<file path="config.mk">
export PLATFORM = sky130hd
export DESIGN_NAME = slp_ctrl
export DESIGN_NICKNAME = d
export VERILOG_FILES = /design/src/rtl/slp_pkg.sv /design/src/rtl/slp_entry_ctl.sv /design/src/rtl/slp_gate_cell.sv /design/src/rtl/slp_clk_gate_bank.sv /design/src/rtl/slp_ctrl.sv
export SDC_FILE = /design/constraint.sdc
export NUM_CORES = 1
export LEC_CHECK = 0
export BUFFER_PORTS_ARGS = -buffer_cell sky130_fd_sc_hd__buf_2
export CAP_MARGIN = 20
export CORE_MARGIN = 2
export CORE_UTILIZATION = 39
export CTS_BUF_LIST = sky130_fd_sc_hd__clkbuf_8
export CTS_CLUSTER_SIZE = 25
export DETAILED_ROUTE_END_ITERATION = 16
export PLACE_DENSITY = 0.8
export SKIP_CTS_REPAIR_TIMING = 1
export SLEW_MARGIN = 10
export SYNTH_ARGS = -nofsm -noshare
export SYNTH_HDL_FRONTEND = slang
export SYNTH_SLANG_ARGS = --single-unit
</file>
<file path="constraint.sdc">
create_clock -name clk -period 1.4 [get_ports clk]
set_input_delay 0.21 -clock clk [delete_from_list [all_inputs] [get_ports clk]]
set_output_delay 0.21 -clock clk [all_outputs]
set_load 0.02 [all_outputs]
</file>
<file path="src/rtl/slp_pkg.sv">
package slp_pkg;
  typedef enum logic {
    ST_RUN   = 1'b0,
    ST_SLEEP = 1'b1
  } pwr_state_e;

  typedef enum logic [1:0] {
    SRC_NONE = 2'd0,
    SRC_WFI  = 2'd1,
    SRC_WFE  = 2'd2,
    SRC_RET  = 2'd3
  } sleep_src_e;
endpackage

</file>
<file path="src/rtl/slp_entry_ctl.sv">
module slp_entry_ctl
  import slp_pkg::*;
#(
  parameter int NIRQ = 8
) (
  input  logic            clk,
  input  logic            rst_n,
  input  logic            wfi_i,
  input  logic            wfe_i,
  input  logic            ret_i,
  input  logic            deep_sel_i,
  input  logic            exit_en_i,
  input  logic [NIRQ-1:0] irq_pend_i,
  input  logic            evt_i,
  output logic            sleep_nxt_o,
  output logic            sleep_q_o,
  output logic            deep_req_o
);
  pwr_state_e state_q, state_d;
  sleep_src_e src_q, src_d, req_src;
  logic       evt_held_q, evt_held_d;
  logic       deep_q;
  logic       irq_any, evt_pend, running;
  logic       allowed, enter, deep_go, consume, wake, wfe_sleep;

  assign irq_any   = |irq_pend_i;
  assign evt_pend  = evt_held_q | evt_i;
  assign running   = (state_q == ST_RUN);
  assign wfe_sleep = (state_q == ST_SLEEP) && (src_q == SRC_WFE);

  // strobe priority: wfi, then wfe, then handler return
  always_comb begin
    if (wfi_i)                 req_src = SRC_WFI;
    else if (wfe_i)            req_src = SRC_WFE;
    else if (ret_i && exit_en_i) req_src = SRC_RET;
    else                       req_src = SRC_NONE;
  end

  always_comb begin
    allowed = running && (req_src != SRC_NONE) && !irq_any &&
              !((req_src == SRC_WFE) && evt_pend);
    enter   = allowed && !deep_sel_i;
    deep_go = allowed && deep_sel_i;
    consume = running && (req_src == SRC_WFE) && !irq_any && evt_pend;
    wake    = (state_q == ST_SLEEP) && (irq_any || (wfe_sleep && evt_i));
  end

  always_comb begin
    state_d = state_q;
    src_d   = src_q;
    if (running && enter) begin
      state_d = ST_SLEEP;
      src_d   = req_src;
    end else if (wake) begin
      state_d = ST_RUN;
      src_d   = SRC_NONE;
    end
  end

  always_comb begin
    evt_held_d = evt_held_q;
    if (consume)
      evt_held_d = 1'b0;
    else if (evt_i && !wfe_sleep)
      evt_held_d = 1'b1;
  end

  always_ff @(posedge clk or negedge rst_n) begin
    if (!rst_n) begin
      state_q    <= ST_RUN;
      src_q      <= SRC_NONE;
      evt_held_q <= 1'b0;
      deep_q     <= 1'b0;
    end else begin
      state_q    <= state_d;
      src_q      <= src_d;
      evt_held_q <= evt_held_d;
      deep_q     <= deep_go;
    end
  end

  assign sleep_nxt_o = (state_d == ST_SLEEP);
  assign sleep_q_o   = (state_q == ST_SLEEP);
  assign deep_req_o  = deep_q;

  AST_IRQ_BLOCKS_ENTRY: assert property (@(posedge clk) disable iff (!rst_n)
    (running && irq_any) |=> (state_q == ST_RUN));
  AST_IRQ_WAKES: assert property (@(posedge clk) disable iff (!rst_n)
    ((state_q == ST_SLEEP) && irq_any) |=> (state_q == ST_RUN));
  AST_EVT_WAKES_WFE: assert property (@(posedge clk) disable iff (!rst_n)
    (wfe_sleep && evt_i) |=> (state_q == ST_RUN));
  AST_DEEP_NO_SLEEP: assert property (@(posedge clk) disable iff (!rst_n)
    deep_req_o |-> (state_q == ST_RUN));
endmodule

</file>
<file path="src/rtl/slp_gate_cell.sv">
module slp_gate_cell (
  input  logic clk,
  input  logic rst_n,
  input  logic sleep_nxt_i,
  input  logic run_i,
  input  logic lp_i,
  output logic en_o
);
  logic en_q;

  always_ff @(posedge clk or negedge rst_n) begin
    if (!rst_n) en_q <= 1'b0;
    else        en_q <= sleep_nxt_i ? (run_i & lp_i) : run_i;
  end

  assign en_o = en_q;

  AST_LP_STOPS_CLOCK: assert property (@(posedge clk) disable iff (!rst_n)
    (sleep_nxt_i && !lp_i) |=> !en_o);
endmodule

</file>
<file path="src/rtl/slp_clk_gate_bank.sv">
module slp_clk_gate_bank #(
  parameter int NBUS    = 3,
  parameter int PER_BUS = 8
) (
  input  logic                    clk,
  input  logic                    rst_n,
  input  logic                    sleep_nxt_i,
  input  logic [NBUS*PER_BUS-1:0] run_en_i,
  input  logic [NBUS*PER_BUS-1:0] lp_en_i,
  output logic [NBUS*PER_BUS-1:0] periph_en_o,
  output logic                    core_en_o
);
  logic core_q;

  for (genvar b = 0; b < NBUS; b++) begin : g_bus
    for (genvar s = 0; s < PER_BUS; s++) begin : g_slot
      localparam int IDX = b * PER_BUS + s;
      slp_gate_cell u_cell (
        .clk         (clk),
        .rst_n       (rst_n),
        .sleep_nxt_i (sleep_nxt_i),
        .run_i       (run_en_i[IDX]),
        .lp_i        (lp_en_i[IDX]),
        .en_o        (periph_en_o[IDX])
      );
    end
  end

  always_ff @(posedge clk or negedge rst_n) begin
    if (!rst_n) core_q <= 1'b1;
    else        core_q <= !sleep_nxt_i;
  end

  assign core_en_o = core_q;
endmodule

</file>
<file path="src/rtl/slp_ctrl.sv">
module slp_ctrl #(
  parameter int NIRQ    = 8,
  parameter int NBUS    = 3,
  parameter int PER_BUS = 8,
  localparam int NPER   = NBUS * PER_BUS
) (
  input  logic            clk,
  input  logic            rst_n,
  input  logic            wfi,
  input  logic            wfe,
  input  logic            hret,
  input  logic            deep_sel,
  input  logic            sleep_on_exit,
  input  logic [NIRQ-1:0] irq_pend,
  input  logic            evt,
  input  logic [NPER-1:0] run_en,
  input  logic [NPER-1:0] lp_en,
  output logic            core_clk_en,
  output logic [NPER-1:0] periph_clk_en,
  output logic            sleeping,
  output logic            deep_req
);
  logic sleep_nxt;

  slp_entry_ctl #(.NIRQ(NIRQ)) u_entry (
    .clk         (clk),
    .rst_n       (rst_n),
    .wfi_i       (wfi),
    .wfe_i       (wfe),
    .ret_i       (hret),
    .deep_sel_i  (deep_sel),
    .exit_en_i   (sleep_on_exit),
    .irq_pend_i  (irq_pend),
    .evt_i       (evt),
    .sleep_nxt_o (sleep_nxt),
    .sleep_q_o   (sleeping),
    .deep_req_o  (deep_req)
  );

  slp_clk_gate_bank #(.NBUS(NBUS), .PER_BUS(PER_BUS)) u_gates (
    .clk         (clk),
    .rst_n       (rst_n),
    .sleep_nxt_i (sleep_nxt),
    .run_en_i    (run_en),
    .lp_en_i     (lp_en),
    .periph_en_o (periph_clk_en),
    .core_en_o   (core_clk_en)
  );

  AST_CORE_TRACKS_STATE: assert property (@(posedge clk) disable iff (!rst_n)
    core_clk_en == !sleeping);
endmodule

</file>
; ---- Word level (Yosys, flattened, before mapping)
; Index checks and enable logic that the tools add are counted.
[op_classes]
n_eq_ne = 2
mux = 33
bitwise_logic = 26
n_reduce_logical = 25
[ops]
columns = cell, count
row1 = 1-bit two-way mux, 28
row2 = 1-bit AND, 24
row3 = 1-bit logical AND, 15
row4 = 2-bit two-way mux, 5
row5 = 8-bit OR reduction, 1
row6 = 2-bit nonzero test, 3
row7 = 1-bit logical NOT, 5
row8 = 2-bit equality test (second input constant), 2
row9 = 1-bit logical OR, 1
row10 = 1-bit NOT, 1
row11 = 1-bit bitwise OR, 1
[totals]
regBits = 30
inputBits = 64
elab_cells = 115

; ---- Logic depth before layout (Yosys ltp)
; Gate-level depths: netlist of run 1.
[logic_depth]
ltp_word = 12
mapped_depth = 7
depth_no_buf = 4

; ---- By module
; Synthesis of run 1 repeated with hierarchy kept, for this count alone.
[hier_totals]
hier_cells = 107
area_unflattened_um2 = 1218.7
[by_module_without_submodules]
columns = module, n_inst, cells_per_inst, area_each_um2, seq_area_each_um2
row1 = slp_gate_cell, 24, 3, 36.3, 25.0
row2 = slp_entry_ctl, 1, 33, 317.8, 125.1
row3 = slp_clk_gate_bank, 1, 2, 30.0, 26.3

; ---- Least setup slack after synthesis of run 1
; No wires, ideal clock.
[synth_path]
kind = register to register
from = register u_entry.state_q, in the netlist u_entry.sleep_q_o
to = register u_gates.g_bus[1].g_slot[0].u_cell.en_q
t_arrival_ns = 1.497
path_slack_ns = -0.216
stages_incl_launch_ff = 8
n_path_buf = 3
path_cell_list = dfrtp_1 > buf_2 > nand2b_1 > o21ai_0 > a211o_1 > buf_6 > buf_6 > o21a_1
[synth_via]
elab_chain_len = 8
elab_cells_between_ends = 13
cone_classes = mux (3) / bitwise (1) / reduce/logical (9)
[synth_lines]
columns = item, line
row1 = start: declaration, slp_entry_ctl.sv:19  ; pwr_state_e state_q, state_d;
row2 = start signal: assignment, slp_entry_ctl.sv:75  ; state_q <= state_d;
row3 = 1-bit NOT, slp_entry_ctl.sv:28  ; assign running = (state_q == ST_RUN);
row4 = 1-bit logical AND (3 in series), slp_entry_ctl.sv:40  ; allowed = running && (req_src != SRC_NONE) && !irq_any &&
row5 = 1-bit logical AND, slp_entry_ctl.sv:42  ; enter = allowed && !deep_sel_i;
row6 = 1-bit logical AND, slp_entry_ctl.sv:51  ; if (running && enter) begin
row7 = 1-bit two-way mux *, slp_entry_ctl.sv:51
row8 = 1-bit two-way mux *, slp_gate_cell.sv:13  ; else en_q <= sleep_nxt_i ? (run_i & lp_i) : run_i;
row9 = end signal: assignment, slp_gate_cell.sv:13
row10 = end: declaration, slp_gate_cell.sv:9  ; logic en_q;
; Every way passes the cells marked *; elsewhere a longest branch is shown, timed or not.
; A chain may end at the register's enable or synchronous reset.

; ---- Worst setup path after layout of run 1
[layout_path]
from = register u_entry.evt_held_q
to = register u_gates.g_bus[0].g_slot[5].u_cell.en_q
[layout_via]
elab_chain_len = 8
[layout_lines]
columns = item, line
row1 = start: declaration, slp_entry_ctl.sv:21  ; logic evt_held_q, evt_held_d;
row2 = start signal: assignment, slp_entry_ctl.sv:77  ; evt_held_q <= evt_held_d;
row3 = 1-bit bitwise OR, slp_entry_ctl.sv:27  ; assign evt_pend = evt_held_q | evt_i;
row4 = 1-bit logical AND, slp_entry_ctl.sv:41  ; !((req_src == SRC_WFE) && evt_pend);
row5 = 1-bit logical NOT, slp_entry_ctl.sv:41
row6 = 1-bit logical AND, slp_entry_ctl.sv:40
row7 = 1-bit logical AND, slp_entry_ctl.sv:42
row8 = 1-bit logical AND, slp_entry_ctl.sv:51
row9 = 1-bit two-way mux, slp_entry_ctl.sv:51
row10 = 1-bit two-way mux, slp_gate_cell.sv:13
row11 = end signal: assignment, slp_gate_cell.sv:13
row12 = end: declaration, slp_gate_cell.sv:9
; Every way passes these cells.

==> results, run 1 <==
- The area growth from synthesis to final layout is 35.2%.
- The die footprint is 4000 um2.
- The predominant post-synthesis flop cell is dfrtp_1.
- The async set-reset flop share out of synthesis is 100%.
- The final global-route overflow total is 0.
- Across all setup checks in the final design, the least slack found is 43.8 ps.
- At the worst endpoint, the required time is 1560 ps.
- After detailed routing, the total wire length is 2730 um.
- The largest net degree at the start of global routing is 31.
- On the worst path, the slowest cell contributes a delay of 390 ps.
- The flow ran to the end, but the final reports show violations.
- Using the TritonRoute via totals, the vias-per-cell ratio works out to 4.59.
- In the routed design, unresolved DRC markers number 0.
- The TritonCTS clock tree is yes.
- Of all nets on the critical path, the largest fanout is 10.
- Headroom to the max-slew limit came out at 57.4%.
- The timing-limited maximum frequency is 737 MHz.
- The routed layout has 1087 vias.
- The maximum vdd ir drop is 726 uV.
- The first TritonRoute pass finished after 4 iterations.
- The finished cells cover 1850 um2.
- No sink is reached through more buffers than the 2 on the longest clock path.
- The initial core utilization is 40.7%.
- Dividing the synthesized area by the synthesized cell count gives 12.0 um2.
- The largest individual stage delay along the critical path comes from the cell dfrtp_1.
- The final number of setup-violating endpoints is 0.
- By area the synthesized netlist is led by dfrtp_1, o21a_1, buf_4.
- The final-report max-slew violation count is 0.
- For the worst setup path, the data arrival time is 1510 ps.
- In this run the worst hold path is classified as input pin to async pin.
- The startpoint of the worst register-to-register path is u_entry.evt_held_q.
- Counting every net in the synthesized netlist gives 178.
- The placement-stage cell area is 1710 um2.
- The initial antenna violation count came to 0.
- The total count of hold-check failures in the final report came to 29.
- The checks that failed: negative hold slack.
- Yosys mapped a number of flops with a built-in enable equal to 0.
- The cell sitting at the root of the clock tree is a clkbuf_8.
- The layout has 314 filler cells.
- The via count of the first global-routing pass is 1091.
- The final layout contains 255 nets.
- Dividing the detail-routed wire length by the instance count gives 11.5 um.
- The tool flagged a number of max-cap violations equal to 0.
- dfrtp_1 is the most common cell in the netlist.
- In this run the remaining antenna-violating nets after routing total 0.
- Synthesis handed over a netlist of 114 instances.
- The overall fraction of global-route tracks in use is 14.6%.
- The worst register-to-register path ends at u_gates.g_bus[0].g_slot[5].u_cell.en_o.
- The core region area is 3360 um2.
- After layout, the minimum clock period comes to 1360 ps.
- The count of buffers from port buffering is 90.
- After the first detailed-routing iteration, the DRC count stood at 24.
- The worst setup path is of the register to register kind.
- For this design, the sink count on the clock tree is 30.
- The number of cell rows is 21.
- The H-tree depth reported by CTS is 2.
- Of the cells placed in the final design, the portion with a size suffix greater than 1 is 59.2%.
- The total inserted antenna cells is 0.
- The internal reg-to-reg setup slack is 40 ps.
- The cell family with the largest share of critical-path delay is compound AO/OA/AOI/OAI gates.
- The share of the synthesized area in the top cell type is 53.0%.
- From left edge to right edge, the die measures 63.2 um.
- The share of the cycle needed by the critical path after routing is 96.9%.
- The critical path goes through nor2_2, a21oi_1, a211o_1, buf_4, o21a_1.
- Total power for the finished layout comes to 2.04 mW.
- At the placement stage, the worst setup path has a slack of -111 ps.
- From bottom edge to top edge, the die measures 63.2 um.
- STA classifies the critical path endpoint as a register.
- The weighted congestion reported at the end of routability-driven placement is 0.831.
- The number of different library cells used by synthesis comes to 24.
- The placed wire-length estimate after detailed placement is 2160 um.
- The Yosys step of the flow raised 0 warnings.
- The element type at the critical path start is a register.
- The cell depth of the worst flop-to-flop path is 5.
- The transition time at the pin with the least slew margin is 640 ps.
- The part of the Yosys area used for sequential elements is 54.9%.
- The cell type contributing the most total cell area after synthesis is dfrtp_1.
- After clock tree synthesis, the clock-pin slew on the worst setup and hold paths is 60 ps.
- Sorting the synthesized cells by how often they occur yields dfrtp_1, o21a_1, buf_4.
- The tightest hold path in the finished design has a slack of -35.7 ps.
- The leakage dissipation is 0.925 nW.
- The synthesized design contains 30 register bits.
- The boundary pin count is 91.
- The first global-routing pass estimated 4620 um of wire.
- Together, buffers and inverters on the worst path number 1.
- After synthesis the cells add up to 1370 um2.
- The power per cell area is 1100 nW/um2.
- The number of clock buffers inserted by TritonCTS is 5.
- Clock latency on the worst-skew pair, taken at its later pin, is 260 ps.
- The worst clock skew is 4.66 ps.
## worst max path at each step
| stage | from | end | slack (ps) | cells past startpoint |
|---|---|---|---|---|
| 2_1_floorplan | u_entry.sleep_q_o | u_gates.g_bus[1].g_slot[0].u_cell.en_o | -60 | 7 |
| 4_1_cts | u_entry.sleep_q_o | u_gates.g_bus[1].g_slot[3].u_cell.en_o | 9 | 5 |
| 6_report | u_entry.evt_held_q | u_gates.g_bus[0].g_slot[5].u_cell.en_o | 40 | 5 |
| 5_1_grt | u_entry.sleep_q_o | u_gates.g_bus[0].g_slot[5].u_cell.en_o | -6 | 5 |
| 3_3_place_gp | irq_pend[7] | u_gates.g_bus[1].g_slot[7].u_cell.en_o | -90 | 6 |
| 3_5_place_dp | irq_pend[7] | u_gates.g_bus[1].g_slot[3].u_cell.en_o | -110 | 6 |
## power by group
| group | internal, mW | switching (mW) |
|---|---|---|
| sequential | 0.907 | 0.0116 |
| clock | 0.568 | 0.287 |
| combinational | 0.128 | 0.135 |
## worst register-to-register path, delay by kind of cell (launching register included)
family | cells | cell delay [ps]
AOI/OAI and AO/OA | 3 | 580
buffers and inverters | 1 | 180
DFF | 1 | 390
and+or+nand+nor | 1 | 110
## per-layer routing
metal / part of all wire [%] / vias to the layer above / GRT usage (%) / wire length (um)
met4: 1.8 / 0 / 7.07 / 48
met2: 55 / 55 / 27.0 / 1490
met1: 35 / 503 / 15.0 / 959
met5: 0 / - / 0 / 0
li1: - / 525 / - / -
met3: 8.3 / 4 / 4.29 / 227
## per-stage QoR
| step | setup TNS [ps] | util (%) | cells |
|---|---|---|---|
| after floorplan | -1170 | - | 114 |
| after global placement | -1730 | 50.9 | 228 |
| final | 0 | 55.0 | 237 |
| after detailed placement | -2080 | 50.9 | 228 |
| after global routing | -8.56 | 55.0 | 237 |
| after CTS | 0 | 54.2 | 235 |
## final cells by class
class / instances / area [um2] / area share (%)
clock inverters: 1 / 30.0 / 1.62
multi-input cells: 54 / 408 / 22.0
flip-flops and latches: 30 / 753 / 40.7
clock buffers: 6 / 82.6 / 4.46
well taps: 46 / 57.6 / 3.11
inverters: 2 / 7.51 / 0.406
repair buffers: 98 / 512 / 27.7
## cell usage in the layout, fill, tap and decap left out, drive strengths merged, types with 2 or more instances in the layout
| master | instances |
|---|---|
| nor4 | 2 |
| inv | 2 |
| o21ai | 2 |
| a21oi | 3 |
| clkbuf | 7 |
| nand2b | 2 |
| o21a | 27 |
| nor3 | 3 |
| nand2 | 3 |
| buf | 97 |
| nor2 | 3 |
| dfrtp | 29 |
## flip-flops by register name, summed over array words and instances, names as in the netlist
name and flops:
u_gates.core_en_o 1, u_gates.g_bus.g_slot.u_cell.en_o 24, u_entry.sleep_q_o 1, u_entry.src_q 2, u_entry.deep_req_o 1, u_entry.evt_held_q 1
## cell families after synthesis
kind of cell           after synthesis  share of synthesized area [%]
DFF                                 30                           54.9
AOI/OAI and AO/OA                   37                           19.6
and+or+nand+nor                     17                           8.96
buffers and inverters               30                           16.5
No activity file was read; power rests on OpenSTA's default activity.
==> inputs of run 2 (changes only) <==
--- a/config.mk
+++ b/config.mk
@@ -12,7 +12,7 @@
 export CTS_BUF_LIST = sky130_fd_sc_hd__clkbuf_8
 export CTS_CLUSTER_SIZE = 25
 export DETAILED_ROUTE_END_ITERATION = 16
-export PLACE_DENSITY = 0.8
+export PLACE_DENSITY = 0.78
 export SKIP_CTS_REPAIR_TIMING = 1
 export SLEW_MARGIN = 10
 export SYNTH_ARGS = -nofsm -noshare
==> results, run 2 (synthesis results as in run 1) <==
- The flow ran to the end, and the final reports show no timing, DRC or antenna violations.
- The via count of the first global-routing pass is 1110.
- The placement-stage worst setup slack is -107 ps.
- After layout, the worst path uses 96.4% of the clock period.
- From bottom edge to top edge, the die measures 63.2 um.
- The wire length of the first global-routing pass is 4620 um.
- The total wire length after detailed routing is 2840 um.
- The first routing iteration left 33 violations.
- The total count of hold-check failures in the final report is 0.
- At the pin with the least slew margin, the transition time is 394 ps.
- Walking the worst path, the cells encountered are nand2b_4, o21ai_1, a211o_1, buf_12, o21a_1.
- The kind of cell with the highest combined delay along the critical path is compound AO/OA/AOI/OAI gates.
- The maximum vdd ir drop is 535 uV.
- The class of the tightest hold or removal check is input pin to register.
- From synthesis to final layout, the design area changed by 36.7%.
- 0 antenna diodes ended up in the layout.
- Setup repair after global routing could not meet its margin everywhere.
- Along the worst path, the maximum fanout reaches 26.
- The count of buffers from port buffering is 90.
- Of the cells placed in the final design, the portion with a size suffix greater than 1 is 60.0%.
- The data arrival time at the worst-slack endpoint is 1520 ps.
- The final-report max-slew violation count is 0.
- The number of clock buffers inserted by TritonCTS is 5.
- The routed layout has 1100 vias.
- The critical path startpoint is u_entry.sleep_q_o.
- The leakage dissipation is 0.942 nW.
- Leaving out fill and tap cells, the most frequent cell in the layout is buf_2.
- For this run, the top clock speed supported by timing is 741 MHz.
- The total number of clock tree sinks is 30.
- The floorplan has 21 rows.
- The smallest hold slack is 133 ps.
- The initial antenna violation count is 0.
- At the end of the flow, the number of nets in the layout was 258.
- The summed negative setup slack over all endpoints is 0 ps.
- The clock latency on the worst-skew pair is 280 ps.
- The H-tree was split into 2 levels.
- The worst setup path is captured at a register.
- For this run, the detailed router's first-pass iteration total came to 4.
- The flip-flop count of the largest register, all copies and words added is 24.
- The number of buffers on the longest clock path is 2.
- The width of the die is 63.2 um.
- The relative slew slack is 73.5%.
- The TritonCTS clock tree is yes.
- Together, buffers and inverters on the worst path number 1.
- Setup violations remaining at the end of the flow were counted as 0.
- The congestion estimate from routability-driven global placement came to 0.780.
- In the final routed layout, each cell accounts on average for 11.8 um.
- Summed over all layers, the global routing overflow is 0.
- The post-layout worst setup margin is 51.0 ps.
- The boundary pin count is 91.
- The element type at the critical path start is a register.
- The power per cell area is 1000 nW/um2.
- The core region area is 3360 um2.
- The post-detailed-route via-to-cell ratio is 4.56.
- The die covers 4000 um2.
- Detailed placement finished with a half-perimeter wire length of 2230 um.
- Counting tap cells, the placed design contains a total of 229 instances.
- Summing internal, switching and leakage power gives 1.88 mW.
- In this run the critical register-to-register path is launched from u_entry.sleep_q_o.
- The worst clock skew is 4.72 ps.
- The final-layout fill cell count is 327.
- The critical path's slowest cell is dfrtp_2.
- The cell sitting at the root of the clock tree is a clkbuf_8.
- The worst hold path begins at run_en[19].
- The post-layout instance area is 1870 um2.
- Once layout is complete, the utilization of the core stands at 55.6%.
- The count of unresolved DRC violations after routing is 0.
- The critical path is of the register to register type.
- The largest net degree at the start of global routing is 27.
- At the worst endpoint, the required time is 1570 ps.
- The overall fraction of global-route tracks in use is 15.2%.
- The smallest clock period supported by the final layout is computed as 1350 ps.
- The longest individual stage delay on the worst path is 410 ps.
- Once the floorplan was initialized, standard cells occupied 40.7% of the core.
- In this run the cell area measured after placement is 1730 um2.
- Clock-pin slew was measured on the worst setup and hold paths at 60 ps.
- The final antenna-violating net count is 0.
- In the layout the commonest cells are buf_2, dfrtp_1, o21a_1.
- The finished layout holds 241 standard cells, fillers aside.
- The number of max-cap violations is 0.
[run 2: cell types whose count changed in the layout (fill, tap and decap cells not counted), sizes merged]
cell,change
buf,+2
inv,+1
dlygate4sd3,+1
bufinv,-1
clkinv,+1
[run 2: report_power, final]
group	total [mW]	switching (mW)	internal (mW)	leakage, nW
Sequential	0.919	0.0118	0.907	0.348
Combinational	0.271	0.137	0.135	0.541
Clock	0.686	0.298	0.388	0.0524
Total	1.88	0.447	1.43	0.942
[run 2: worst paths after layout]
check | slack (ps) | depth (start not counted) | end
max | 50 | 5 | u_gates.g_bus[1].g_slot[0].u_cell.en_o
min | 130 | 2 | u_gates.g_bus[2].g_slot[3].u_cell.en_o
max reg2reg | 50 | 5 | u_gates.g_bus[1].g_slot[0].u_cell.en_o
min reg2reg | 550 | 1 | u_entry.evt_held_q
max in group asynchronous | 560 | 3 | u_gates.g_bus[0].g_slot[5].u_cell.en_o
min in group asynchronous | 320 | 2 | u_gates.g_bus[1].g_slot[7].u_cell.en_o
[run 2: worst reg2reg max path: cells and delay by family (launching register included)]
kind                   cells  cell delay (ps)
AO/OA/AOI/OAI              3              510
buffers and inverters      1              170
flip-flops                 1              410
AND/OR/NAND/NOR            1              140
[run 2: final cells by class]
cell class | count | area, um2 | share of cell area, %
Tap cell | 46 | 57.6 | 3.08
Timing Repair Buffer | 101 | 546 | 29.2
Inverter | 2 | 7.51 | 0.401
Sequential cell | 30 | 753 | 40.3
Clock buffer | 6 | 82.6 | 4.41
Multi-Input combinational cell | 54 | 415 | 22.2
Clock inverter | 2 | 8.76 | 0.468
[run 2: per-layer routing]
| layer | up-vias | track usage [%] | wire, um |
|---|---|---|---|
| li1 | 530 | - | - |
| met2 | 54 | 27.1 | 1550 |
| met1 | 508 | 15.9 | 997 |
| met3 | 8 | 3.93 | 222 |
| met4 | 0 | 8.97 | 64 |
| met5 | - | 0 | 0 |
==> inputs of run 3 (changes only) <==
--- a/config.mk
+++ b/config.mk
@@ -8,11 +8,11 @@
 export BUFFER_PORTS_ARGS = -buffer_cell sky130_fd_sc_hd__buf_2
 export CAP_MARGIN = 20
 export CORE_MARGIN = 2
-export CORE_UTILIZATION = 39
+export CORE_UTILIZATION = 46
 export CTS_BUF_LIST = sky130_fd_sc_hd__clkbuf_8
 export CTS_CLUSTER_SIZE = 25
 export DETAILED_ROUTE_END_ITERATION = 16
-export PLACE_DENSITY = 0.78
+export PLACE_DENSITY = 0.87
 export SKIP_CTS_REPAIR_TIMING = 1
 export SLEW_MARGIN = 10
 export SYNTH_ARGS = -nofsm -noshare
==> constraint.sdc (replaced) <==
create_clock -name clk -period 1.6 [get_ports clk]
set_input_delay 0.24 -clock clk [delete_from_list [all_inputs] [get_ports clk]]
set_output_delay 0.24 -clock clk [all_outputs]
set_load 0.02 [all_outputs]
==> results, run 3 (synthesis results as in run 1) <==
- The run finished, with violations left.
- The checks that failed: negative hold slack.
- Setup repair after global routing left no endpoint under its margin.
- Internal power comes to 1.19 mW.
- In the routed layout, each cell is associated on average with a via count of 4.91.
- Of all nets on the critical path, the largest fanout is 26.
- The internal reg-to-reg setup slack is 140 ps.
- The die covers 3430 um2.
- The initial core utilization is 49.2%.
- In this run, CTS created clock tree buffers numbering 5.
- The net count reported at finish is 249.
- The core region area is 2780 um2.
- The clock latency on the worst-skew pair is 270 ps.
- The combinational share of power is 14.4%.
- The commonest non-fill, non-tap cell in the layout is buf_2.
- The startpoint of the worst register-to-register path is u_entry.sleep_q_o.
- The via count of the first global-routing pass is 1167.
- The capture point of the critical path is u_gates.g_bus[0].g_slot[4].u_cell.en_o.
- The worst setup path is of the register to register kind.
- Once placement finished, the instance area stood at 1670 um2.
- The leakage dissipation is 0.888 nW.
- The area growth from synthesis to layout is 27.4%.
- For the worst setup path, the data arrival time is 1620 ps.
- The final-layout fill cell count is 220.
- The boundary pin count is 91.
- In this run the power density over the cells is 892 nW/um2.
- The flip-flop count of the largest register, all copies and words added is 24.
- At the end of routability-driven placement, the weighted congestion stood at 0.673.
- In this run the worst hold path is classified as input pin to async pin.
- The part of the total power dissipated in sequential elements is 51.8%.
- CTS built an H-tree with a depth of 2.
- The detail route stage leaves a number of antenna-violating nets equal to 0.
- TritonCTS built the clock tree.
- The element type at the critical path start is a register.
- After detailed routing, the total wire length is 2910 um.
- The analysis attributes to net switching a power of 0.369 mW.
- Global routing consumed, over all layers together, 19.0% of the routing resources.
- The tree built by TritonCTS fans out to 30 sinks.
- The share of the cycle needed by the critical path after routing is 91.2%.
- The clock group share of total power is 33.8%.
- The repair_antennas step left the layout with diodes totalling 0.
- Input and output buffers added on the ports amount to 90.
- The first routing iteration left 13 violations.
- In the final layout, the multi-input gates occupy 390 um2.
- The data required time at the worst endpoint is 1760 ps.
- The height of the die is 58.6 um.
- The final global-route overflow total is 0.
- The detail-routed net length per standard cell is 13.4 um.
- Detailed routing inserted a total of 1061 vias.
- The capturing point of the worst reg2reg path is u_gates.g_bus[0].g_slot[4].u_cell.en_o.
- Setup violations remaining at the end of the flow were counted as 0.
- The tightest hold path in the finished design has a slack of -13.6 ps.
- Clock-pin slew was measured on the worst setup and hold paths at 60 ps.
- CTS placed an instance of clkbuf_8 at the clock tree root.
- The top cell types in the final layout, fill and taps aside, are buf_2, dfrtp_1, o21a_1.
- The clock passes through at most 2 buffers.
- The worst clock skew is 2.39 ps.
- Across the VDD grid, the largest voltage drop is 720 uV.
- The footprint of the flip-flops and latches is 753 um2.
- The category of the worst setup path capture point is a register.
- In the routed design, unresolved DRC markers number 0.
- Headroom to the max-slew limit came out at 57.5%.
- The share of total power consumed by net switching is 23.7%.
- Entering global routing, the biggest net connects 31 pins.
- The tool flagged a number of max-cap violations equal to 0.
- The post-layout instance area is 1740 um2.
- The wire length of the first global-routing pass is 4750 um.
- The critical path starts at u_entry.sleep_q_o.
- For the worst flop-to-flop path, the logic depth is 5.
- The initial antenna violation count is 0.
- The width of the die is 58.6 um.
- Adding up every negative setup slack in the final design gives 0 ps.
- The final-report max-slew violation count was 0.
- The detailed-routing iteration count for the pre-antenna-repair pass is 4.
- The post-route netlist has 55.1% of its cells at a drive strength greater than 1.
- At the pin with the least slew margin, the transition time is 638 ps.
- The total count of hold-check failures in the final report is 29.
- Derived from the worst setup path, the maximum achievable clock frequency is 685 MHz.
- The number of cell rows is 19.
- The time the final worst path needs with I/O delays and setup is 1460 ps.
run 3: power by group through the flow:
stage	clock [mW]	sequential, mW	combinational, mW
after floorplan	0	0.817	0.134
after global placement	0	0.817	0.218
after detailed placement	0	0.819	0.228
after CTS	0.552	0.805	0.228
after global routing	0.581	0.807	0.247
final	0.527	0.805	0.224
run 3: final cells by class:
class                      count  share of cell area [%]
inverter                       2                   0.430
tap                           31                    2.22
clock inverter                 2                   0.430
sequential                    30                    43.2
multi-input combinational     54                    22.4
timing repair buffer          92                    27.4
clock buffer                   5                    3.95
run 3: per-stage QoR:
step	cells	hold slack, ps	total power, mW	setup WS [ps]	utilization (%)
after floorplan	114	-55.6	0.950	12.4	-
after global placement	209	286	1.04	129	59.9
after detailed placement	209	306	1.05	83.5	59.9
after CTS	216	10.7	1.59	72.6	62.7
after global routing	216	39.0	1.64	73.2	62.7
final	216	-13.6	1.56	140	62.7
run 3: worst min-delay path by stage:
stage                                                  end  slack (ps)
floorplan                               u_entry.deep_req_o         -60
global placement    u_gates.g_bus[0].g_slot[3].u_cell.en_o         290
detailed placement  u_gates.g_bus[2].g_slot[7].u_cell.en_o         310
CTS                 u_gates.g_bus[2].g_slot[7].u_cell.en_o          10
global route        u_gates.g_bus[0].g_slot[1].u_cell.en_o          40
finish              u_gates.g_bus[2].g_slot[7].u_cell.en_o         -10
run 3: per-layer routing:
metal / global-route usage (%) / share of wire [%]
met1: 17.1 / 32
met2: 35.6 / 57
met3: 5.05 / 7.8
met4: 13.6 / 3.6
met5: 0 / 0
run 3: critical path: stages, from the launching register on:
cell      delay, ps
dfrtp_2         450
nand2b_1        140
o21ai_0         100
a211o_1         310
buf_12          170
o21a_1          180
